### config.mk
export PLATFORM = sky130hd
export DESIGN_NAME = cache_tag_ctrl
export DESIGN_NICKNAME = d
export VERILOG_FILES = /design/src/rtl/cache_tag_pkg.sv /design/src/rtl/cache_tag_lookup.sv /design/src/rtl/cache_victim_pick.sv /design/src/rtl/cache_age_update.sv /design/src/rtl/cache_tag_ctrl.sv
export SDC_FILE = /design/constraint.sdc
export NUM_CORES = 1
export LEC_CHECK = 0
export ABC_AREA = 1
export CORE_UTILIZATION = 55
export CTS_BUF_LIST = sky130_fd_sc_hd__clkbuf_4 sky130_fd_sc_hd__clkbuf_8
export DETAILED_ROUTE_END_ITERATION = 8
export GPL_TIMING_DRIVEN = 0
export PLACE_DENSITY = 0.75
export SKIP_LAST_GASP = 1
export SYNTH_ARGS = -nofsm -noshare
export SYNTH_HDL_FRONTEND = slang
export SYNTH_HIERARCHICAL = 1
export SYNTH_SLANG_ARGS = --single-unit
### constraint.sdc
create_clock -name clk_i -period 7.05 [get_ports clk_i]
set_input_delay 1.41 -clock clk_i [delete_from_list [all_inputs] [get_ports clk_i]]
set_output_delay 1.41 -clock clk_i [all_outputs]
set_load 0.05 [all_outputs]
### src/rtl/cache_tag_pkg.sv
package cache_tag_pkg;
  typedef enum logic {
    ST_IDLE = 1'b0,
    ST_PF   = 1'b1
  } ctl_state_e;
endpackage

### src/rtl/cache_tag_lookup.sv
module cache_tag_lookup #(
  parameter int WAYS  = 2,
  parameter int TAG_W = 44,
  parameter int WAY_W = 1
) (
  input  logic [WAYS-1:0]             valid_i,
  input  logic [WAYS-1:0][TAG_W-1:0]  tags_i,
  input  logic [TAG_W-1:0]            tag_i,
  output logic                        hit_o,
  output logic [WAY_W-1:0]            way_o
);
  logic [WAYS-1:0] match;

  for (genvar w = 0; w < WAYS; w++) begin : g_cmp
    assign match[w] = valid_i[w] && (tags_i[w] == tag_i);
  end

  always_comb begin
    hit_o = 1'b0;
    way_o = '0;
    for (int w = 0; w < WAYS; w++) begin
      if (match[w] && !hit_o) begin
        hit_o = 1'b1;
        way_o = WAY_W'(w);
      end
    end
  end
endmodule

### src/rtl/cache_victim_pick.sv
module cache_victim_pick #(
  parameter int WAYS  = 2,
  parameter int WAY_W = 1
) (
  input  logic [WAYS-1:0]             valid_i,
  input  logic [WAYS-1:0][WAY_W-1:0]  ages_i,
  output logic [WAY_W-1:0]            way_o
);
  logic found;

  // lowest invalid way first, else the oldest way
  always_comb begin
    found = 1'b0;
    way_o = '0;
    for (int w = 0; w < WAYS; w++) begin
      if (!valid_i[w] && !found) begin
        found = 1'b1;
        way_o = WAY_W'(w);
      end
    end
    if (!found) begin
      for (int w = 0; w < WAYS; w++) begin
        if (ages_i[w] == WAY_W'(WAYS - 1)) way_o = WAY_W'(w);
      end
    end
  end
endmodule

### src/rtl/cache_age_update.sv
module cache_age_update #(
  parameter int WAYS  = 2,
  parameter int WAY_W = 1
) (
  input  logic [WAYS-1:0][WAY_W-1:0]  ages_i,
  input  logic [WAY_W-1:0]            way_i,
  output logic [WAYS-1:0][WAY_W-1:0]  ages_o
);
  logic [WAY_W-1:0] ref_age;
  assign ref_age = ages_i[way_i];

  // touched way becomes youngest; younger ones age by one
  for (genvar w = 0; w < WAYS; w++) begin : g_age
    always_comb begin
      if (WAY_W'(w) == way_i)      ages_o[w] = '0;
      else if (ages_i[w] < ref_age) ages_o[w] = ages_i[w] + WAY_W'(1);
      else                          ages_o[w] = ages_i[w];
    end
  end
endmodule

### src/rtl/cache_tag_ctrl.sv
module cache_tag_ctrl
  import cache_tag_pkg::*;
#(
  parameter int ADDR_W      = 48,
  parameter int NUM_SETS    = 4,
  parameter int NUM_WAYS    = 2,
  parameter int BLOCK_BYTES = 4,
  parameter int CNT_W       = 32
) (
  input  logic              clk_i,
  input  logic              rst_ni,
  input  logic              req_valid_i,
  output logic              req_ready_o,
  input  logic [ADDR_W-1:0] req_addr_i,
  input  logic              req_write_i,
  input  logic              pf_en_i,
  input  logic              repl_lru_i,
  output logic              done_o,
  output logic              done_hit_o,
  output logic [CNT_W-1:0]  mem_rd_cnt_o,
  output logic [CNT_W-1:0]  mem_wr_cnt_o,
  output logic [CNT_W-1:0]  hit_cnt_o,
  output logic [CNT_W-1:0]  miss_cnt_o
);
  localparam int OFF_W  = $clog2(BLOCK_BYTES);
  localparam int SET_LG = $clog2(NUM_SETS);
  localparam int SET_W  = (SET_LG > 0) ? SET_LG : 1;
  localparam int WAY_W  = (NUM_WAYS > 1) ? $clog2(NUM_WAYS) : 1;
  localparam int BLK_W  = ADDR_W - OFF_W;
  localparam int TAG_W  = BLK_W - SET_LG;

  ctl_state_e st_q;
  logic [BLK_W-1:0] pf_blk_q;

  logic [NUM_WAYS-1:0]             valid_q [NUM_SETS];
  logic [NUM_WAYS-1:0][TAG_W-1:0]  tag_q   [NUM_SETS];
  logic [NUM_WAYS-1:0][WAY_W-1:0]  age_q   [NUM_SETS];

  logic [BLK_W-1:0] sel_blk;
  logic [SET_W-1:0] sel_set;
  logic [TAG_W-1:0] sel_tag;

  logic                            hit;
  logic [WAY_W-1:0]                hit_way, vic_way, tgt_way;
  logic [NUM_WAYS-1:0][WAY_W-1:0]  ages_new;
  logic accept, pf_step, alloc, touch;

  assign req_ready_o = (st_q == ST_IDLE);
  assign accept      = req_valid_i && req_ready_o;
  assign pf_step     = (st_q == ST_PF);

  assign sel_blk = pf_step ? pf_blk_q : req_addr_i[ADDR_W-1:OFF_W];
  assign sel_tag = sel_blk[BLK_W-1:SET_LG];

  if (SET_LG > 0) begin : g_idx
    assign sel_set = sel_blk[SET_W-1:0];
  end else begin : g_noidx
    assign sel_set = '0;
  end

  cache_tag_lookup #(.WAYS(NUM_WAYS), .TAG_W(TAG_W), .WAY_W(WAY_W)) u_lookup (
    .valid_i (valid_q[sel_set]),
    .tags_i  (tag_q[sel_set]),
    .tag_i   (sel_tag),
    .hit_o   (hit),
    .way_o   (hit_way)
  );

  cache_victim_pick #(.WAYS(NUM_WAYS), .WAY_W(WAY_W)) u_victim (
    .valid_i (valid_q[sel_set]),
    .ages_i  (age_q[sel_set]),
    .way_o   (vic_way)
  );

  assign tgt_way = hit ? hit_way : vic_way;

  cache_age_update #(.WAYS(NUM_WAYS), .WAY_W(WAY_W)) u_age (
    .ages_i (age_q[sel_set]),
    .way_i  (tgt_way),
    .ages_o (ages_new)
  );

  // fill on any miss; a hit only reorders for a demand access under LRU
  assign alloc = (accept || pf_step) && !hit;
  assign touch = alloc || (accept && hit && repl_lru_i);

  always_ff @(posedge clk_i or negedge rst_ni) begin
    if (!rst_ni) begin
      for (int s = 0; s < NUM_SETS; s++) begin
        valid_q[s] <= '0;
        tag_q[s]   <= '0;
        for (int w = 0; w < NUM_WAYS; w++) age_q[s][w] <= WAY_W'(w);
      end
    end else begin
      if (touch) age_q[sel_set] <= ages_new;
      if (alloc) begin
        valid_q[sel_set][tgt_way] <= 1'b1;
        tag_q[sel_set][tgt_way]   <= sel_tag;
      end
    end
  end

  always_ff @(posedge clk_i or negedge rst_ni) begin
    if (!rst_ni) begin
      st_q     <= ST_IDLE;
      pf_blk_q <= '0;
    end else if (pf_step) begin
      st_q <= ST_IDLE;
    end else if (accept && !hit && pf_en_i) begin
      st_q     <= ST_PF;
      pf_blk_q <= sel_blk + BLK_W'(1);
    end
  end

  always_ff @(posedge clk_i or negedge rst_ni) begin
    if (!rst_ni) begin
      done_o       <= 1'b0;
      done_hit_o   <= 1'b0;
      mem_rd_cnt_o <= '0;
      mem_wr_cnt_o <= '0;
      hit_cnt_o    <= '0;
      miss_cnt_o   <= '0;
    end else begin
      done_o <= accept;
      if (accept) done_hit_o <= hit;
      if (alloc) mem_rd_cnt_o <= mem_rd_cnt_o + CNT_W'(1);
      if (accept && req_write_i) mem_wr_cnt_o <= mem_wr_cnt_o + CNT_W'(1);
      if (accept && hit) hit_cnt_o <= hit_cnt_o + CNT_W'(1);
      if (accept && !hit) miss_cnt_o <= miss_cnt_o + CNT_W'(1);
    end
  end
endmodule

==> results of run 1 <==
power by group through the flow:
stage               Sequential (µW)  Combinational [µW]  Clock, µW
CTS                            4820                2990       2980
detailed placement             4850                2980          0
floorplan                      4910                1810          0
global route                   4960                3360       3130
global placement               4870                2890          0
finish                         4850                3030       2950
synthesized netlist by cell type, drive strengths merged, types with 5 or more instances:
cell       n
xor2      69
clkinv     7
o22ai     96
nor3      35
xnor2     78
nand3    104
a21oi      8
clkbuf   112
nand4     53
nor4       5
nor2     432
or2        6
dfrtp    541
a31oi      6
inv      285
ha         8
nand2   1106
o21ai    609
buf       56
worst max-delay path, stage by stage:
cell	delay (ns)
clkdlybuf4s50_1	0.48
nand2_1	0.11
nand2_2	0.20
inv_1	0.23
buf_2	0.45
buf_1	0.54
nor2_1	0.08
o22ai_1	0.45
inv_1	0.09
nand2_1	0.12
nand2_1	0.07
inv_1	0.15
nand2_1	0.07
nor2_1	0.19
nand2_1	0.14
nor2_2	0.15
nand3_1	0.07
nand2_1	0.35
inv_2	0.13
o21ai_2	0.13
buf_6	0.22
nor2_1	0.07
nand2_1	0.54
clkbuf_1	0.58
o21ai_0	0.19
final timing paths:
check / startpoint / endpoint / depth (start not counted) / slack (ns)
min in group asynchronous: rst_ni / mem_rd_cnt_o[31] / 1 / 0.81
hold / removal: valid_q[3] / valid_q[3] / 2 / 0.45
max in group asynchronous: rst_ni / tag_q[203] / 3 / 4.55
hold reg to reg: valid_q[3] / valid_q[3] / 2 / 0.45
setup reg to reg: pf_step / tag_q[332] / 26 / 0.97
setup / recovery: req_addr_i[2] / tag_q[332] / 25 / 0.32
layout make-up:
class / instances / area [µm²]
clock buffer: 144 / 1810
sequential: 545 / 13600
buffer: 168 / 811
multi-input combinational: 2627 / 12400
clock inverter: 12 / 109
antenna: 1 / 2.50
timing repair buffer: 186 / 1940
fill: 4455 / 17500
inverter: 292 / 1100
tap: 672 / 841
metrics by stage:
step | total power (µW) | std cells
final | 10800 | 4647
after global routing | 11400 | 4646
after CTS | 10800 | 4646
after detailed placement | 7830 | 4490
after global placement | 7760 | 4486
after floorplan | 6710 | 3632
registers in the layout, indices dropped and copies added, names as in the netlist:
| signal | flops |
|---|---|
| mem_wr_cnt_o | 32 |
| mem_rd_cnt_o | 32 |
| hit_cnt_o | 32 |
| tag_q | 352 |
| pf_blk_q | 46 |
| miss_cnt_o | 32 |
| age_q | 8 |
| pf_step | 1 |
| done_o | 1 |
| done_hit_o | 1 |
| valid_q | 8 |
per-layer routing:
| layer | routed length, µm | part of all wire |
|---|---|---|
| met1 | 39000 | 0.41 |
| met2 | 42200 | 0.44 |
| met3 | 8420 | 0.089 |
| met4 | 5200 | 0.055 |
| met5 | 13 | 0.00014 |
logic make-up after synthesis:
logic type	Yosys count
buffers and inverters	460
flip-flops	545
XOR/XNOR	147
adder cells (fa/ha/maj)	8
AO/OA/AOI/OAI	724
AND/OR/NAND/NOR	1748
==> flow_metrics.env, run 1 <==
export IMPL_grt_pass1_wl_um=144000
export IMPL_power_share_sequential=0.447
export IMPL_switching_share=0.363
export IMPL_worst_ep_required_time_ns=7.59
export IMPL_yosysTopAreaCellShare=0.484
export IMPL_internal_power_uw=6900
export IMPL_numCtsBuffers=91
export IMPL_pwr_share_clk=0.273
export IMPL_clkTransAtPathRegs_ns=0.06
export IMPL_combPwrFrac=0.280
export IMPL_clk_latency_ns=0.71
export IMPL_startpoint_type="input port"
export IMPL_grt_use_met3=0.0748
export IMPL_drive_gt1_frac=0.0845
export IMPL_ctsLongestPathBuffers=3
export IMPL_drv_slew=0
export IMPL_core_area_um2=50200
export IMPL_design_area_um2=32700
export IMPL_worstSetupEndpointType="flip-flop"
export IMPL_arrival_ns=7.27
export IMPL_ys_ff_latch=545
export IMPL_cp_max_fo=10
export IMPL_cts_root_buf="clkbuf_8"
export IMPL_synth_seq_area_share=0.487
export IMPL_final_common_cell="nand2_1"
export IMPL_ctsResizeCount=0
export IMPL_worstSetupPathType="in -> reg"
export IMPL_area_growth_pct=16.8
export IMPL_fin_crit_sh=0.954
export IMPL_htreeDepth=3
export IMPL_nets=3973
export IMPL_rows=82
export IMPL_status="completed"
export IMPL_final_min_clock_period_ns=6.73
export IMPL_synth_edf_count=0
export IMPL_io_buffers=182
export IMPL_synth_xor_area_frac=0.0460
export IMPL_place_ws_ns=-0.395
export IMPL_routabilityCongestion=1.06
export IMPL_most_common_layout_cells="1,065 x nand2_1, 588 x o21ai_0, 541 x dfrtp_1"
export IMPL_wl_per_cell_um=20.4
export IMPL_dpl_cell_area_um2=30800
export IMPL_netlist_area_um2=28000
export IMPL_fin_ws_ns=0.324
export IMPL_dieHeight_um=228
export IMPL_maxCapViolations=0
export IMPL_drc=0
export IMPL_synth_largest_area_cell="dfrtp_1"
export IMPL_p_per_area_nw_per_um2=331
export IMPL_use_met1=0.505
export IMPL_final_core_util=0.652
export IMPL_synth_avg_cell_area_um2=7.71
export IMPL_synthMuxAreaShare=0
export IMPL_grt_pass1_vias=24400
export IMPL_io_pins=185
export IMPL_syn_inst=3632
export IMPL_rsz0062_at_grt="false"
export IMPL_synth_compound_area_frac=0.135
export IMPL_drt_antenna_violating_nets=0
export IMPL_setup_viol=0
export IMPL_first_pass_iters=5
export IMPL_cts_setup_buffers=0
export IMPL_hold_slack_ns=0.452
export IMPL_p_sw_uw=3930
export IMPL_drt_iter0_drc=2956
export IMPL_cts_tree="done"
export IMPL_die_area_um2=51800
export IMPL_start_util=0.558
export IMPL_yosysWarnings=6
export IMPL_synth_distinct_cells=48
export IMPL_grt_usage=0.372
export IMPL_synth_top_family_by_area="simple AND/OR/NAND/NOR gates"
export IMPL_synth_simple_area_share=0.260
export IMPL_postRouteWirelength_um=94800
export IMPL_tightest_slew_ns=0.939
export IMPL_cts_sinks=545
export IMPL_die_x_um=228
export IMPL_slew_headroom=0.374
export IMPL_p_leak_uw=0.0153
export IMPL_antenna_found_initial=3
export IMPL_async_flop_share=1.00
export IMPL_synth_area_leaders="dfrtp_1 48%, nand2_1 14%, o21ai_0 11%"
export IMPL_grt_max_degree=121
export IMPL_fin_setup_tns_ns=0
export IMPL_cts_hold_repair_buffers=0
export IMPL_finalHoldViolCount=0
export IMPL_fin_worst_skew_ns=0.0408
export IMPL_ys_flop_type="dfrtp_1"
export IMPL_hpwl_um=70800
export IMPL_irDropWorstVdd_v=0.000214
export IMPL_fmax_mhz=149
export IMPL_grt_busiest_layer="met2"
export IMPL_use_met2=0.569
export IMPL_hold_path_class="reg -> reg"
export IMPL_synth_nets=3694
export IMPL_vias=26300
export IMPL_synth_fa_ha_area_frac=0.00358
export IMPL_grt_overflow=0
export IMPL_drt_vias_per_instance=5.66
(Power assumes the default switching activity.)
==> run 2: changes to the inputs <==
Settings changed: DONT_BUFFER_PORTS set to 1, PLACE_DENSITY 0.75 to 0.7.
Clock period 7.05 ns to 6.3 ns, I/O delays scaled along.
==> flow_metrics.env, run 2 (synthesized netlist as in run 1, its figures left out) <==
export IMPL_grt_usage=0.378
export IMPL_use_met1=0.514
export IMPL_die_x_um=228
export IMPL_grt_use_met3=0.0832
export IMPL_grt_pass1_wl_um=146000
export IMPL_slowest_stage="nand2_1"
export IMPL_final_common_cell="nand2_1"
export IMPL_antenna_found_initial=3
export IMPL_dieHeight_um=228
export IMPL_largest_reg_flops=352
export IMPL_final_min_clock_period_ns=6.29
export IMPL_nets=3789
export IMPL_tightest_slew_ns=1.25
export IMPL_postRouteWirelength_um=96900
export IMPL_drv_slew=0
export IMPL_max_stage_delay_ns=0.60
export IMPL_core_area_um2=50200
export IMPL_hpwl_um=70600
export IMPL_status="completed"
export IMPL_rows=82
export IMPL_wl_per_cell_um=21.7
export IMPL_arrival_ns=6.84
export IMPL_worstSetupEndpointType="flip-flop"
export IMPL_drt_iter0_drc=2563
export IMPL_fin_worst_skew_ns=0.0322
export IMPL_grt_overflow=0
export IMPL_irDropWorstVdd_v=0.000248
export IMPL_critical_path_most_common_cell="nand2_1"
export IMPL_cp_max_fo=11
export IMPL_use_met2=0.570
export IMPL_cts_tree="done"
export IMPL_reg_largest_list="tag_q x352, pf_blk_q x46"
export IMPL_setup_viol=0
export IMPL_clk_latency_ns=0.71
export IMPL_combPwrFrac=0.242
export IMPL_fin_crit_sh=0.999
export IMPL_routabilityCongestion=0.995
export IMPL_regMostFlops="tag_q"
export IMPL_ff2ff_path_depth=27
export IMPL_hold_path_class="in -> async"
export IMPL_most_common_layout_cells="1,062 x nand2_1, 588 x o21ai_0, 541 x dfrtp_1"
export IMPL_io_pins=185
export IMPL_final_core_util=0.615
export IMPL_pwr_share_clk=0.287
export IMPL_cts_sinks=545
export IMPL_io_buffers=0
export IMPL_fin_ws_ns=0.00915
export IMPL_first_pass_iters=6
export IMPL_place_ws_ns=-0.649
export IMPL_hold_slack_ns=0.255
export IMPL_die_area_um2=51800
export IMPL_numCtsBuffers=93
export IMPL_power_share_sequential=0.471
export IMPL_cts_setup_buffers=0
export IMPL_area_growth_pct=10.2
export IMPL_clkTransAtPathRegs_ns=0.06
export IMPL_maxCapViolations=0
export IMPL_p_leak_uw=0.0147
export IMPL_grt_pass1_vias=23900
export IMPL_worst_ep_required_time_ns=6.85
export IMPL_p_sw_uw=4370
export IMPL_worstSetupPathType="reg -> reg"
export IMPL_drt_antenna_violating_nets=0
export IMPL_fin_setup_tns_ns=0
export IMPL_ctsLongestPathBuffers=3
export IMPL_rsz0062_at_grt="true"
export IMPL_switching_share=0.363
export IMPL_startpoint_type="flip-flop"
export IMPL_fmax_mhz=159
export IMPL_power_uw=12000
export IMPL_vias=25700
export IMPL_drt_vias_per_instance=5.74
export IMPL_grt_busiest_layer="met2"
export IMPL_grt_max_degree=546
export IMPL_cts_hold_repair_buffers=0
export IMPL_p_per_area_nw_per_um2=390
export IMPL_cts_root_buf="clkbuf_8"
export IMPL_drc=0
export IMPL_drive_gt1_frac=0.0911
export IMPL_slew_headroom=0.165
export IMPL_finalHoldViolCount=0
export IMPL_htreeDepth=3
export IMPL_start_util=0.558
export IMPL_internal_power_uw=7670
run 2: metal layers:
layer  wire, µm  vias to the layer above
li1           -                    11900
met3       9290                      246
met4       5130                        0
met5          0                        -
met1      40100                    12200
met2      42400                     1265
run 2: layout make-up:
cell class                      instances  area (µm²)
Clock buffer                          150        1820
Buffer                                168         813
Multi-Input combinational cell       2627       12400
Tap cell                              672         841
Antenna cell                            3        7.51
Inverter                              292        1100
Fill cell                            4650       19300
Sequential cell                       545       13600
Clock inverter                         16         173
run 2: worst max-delay path, delay by kind of cell (launching register included):
family          cells  cell delay (ns)
buf+inv            11             2.63
simple gates       11             2.26
compound gates      5             0.84
flops               1             0.37
run 2: power by group through the flow:
stage                     clock network (µW)  registers [µW]  logic [µW]
after floorplan                            0            5490        2020
after global placement                     0            5660        2760
after detailed placement                   0            5680        2850
after CTS                               3470            5640        2850
after global routing                    3630            5800        3250
final                                   3450            5670        2910
run 2: worst paths after layout:
kind | startpoint | end | slack [ns]
max reg2reg | pf_step | tag_q[307] | 0.009
max | pf_step | tag_q[307] | 0.009
max in group asynchronous | rst_ni | tag_q[73] | 5.01
min reg2reg | valid_q[2] | valid_q[2] | 0.45
min | rst_ni | mem_rd_cnt_o[19] | 0.26
min in group clk_i | valid_q[2] | valid_q[2] | 0.45
run 2: timing repair:
item / CTS / global route
endpoints found under the setup margin: 28 / 39
resized for setup: 1 / 8
gates cloned: 0 / 0
run 2: stage by stage:
step	instances	instance area [µm²]
after global placement	4304	28800
after floorplan	3632	28000
after global routing	4473	30900
after CTS	4470	30800
after detailed placement	4304	28800
final	4473	30900
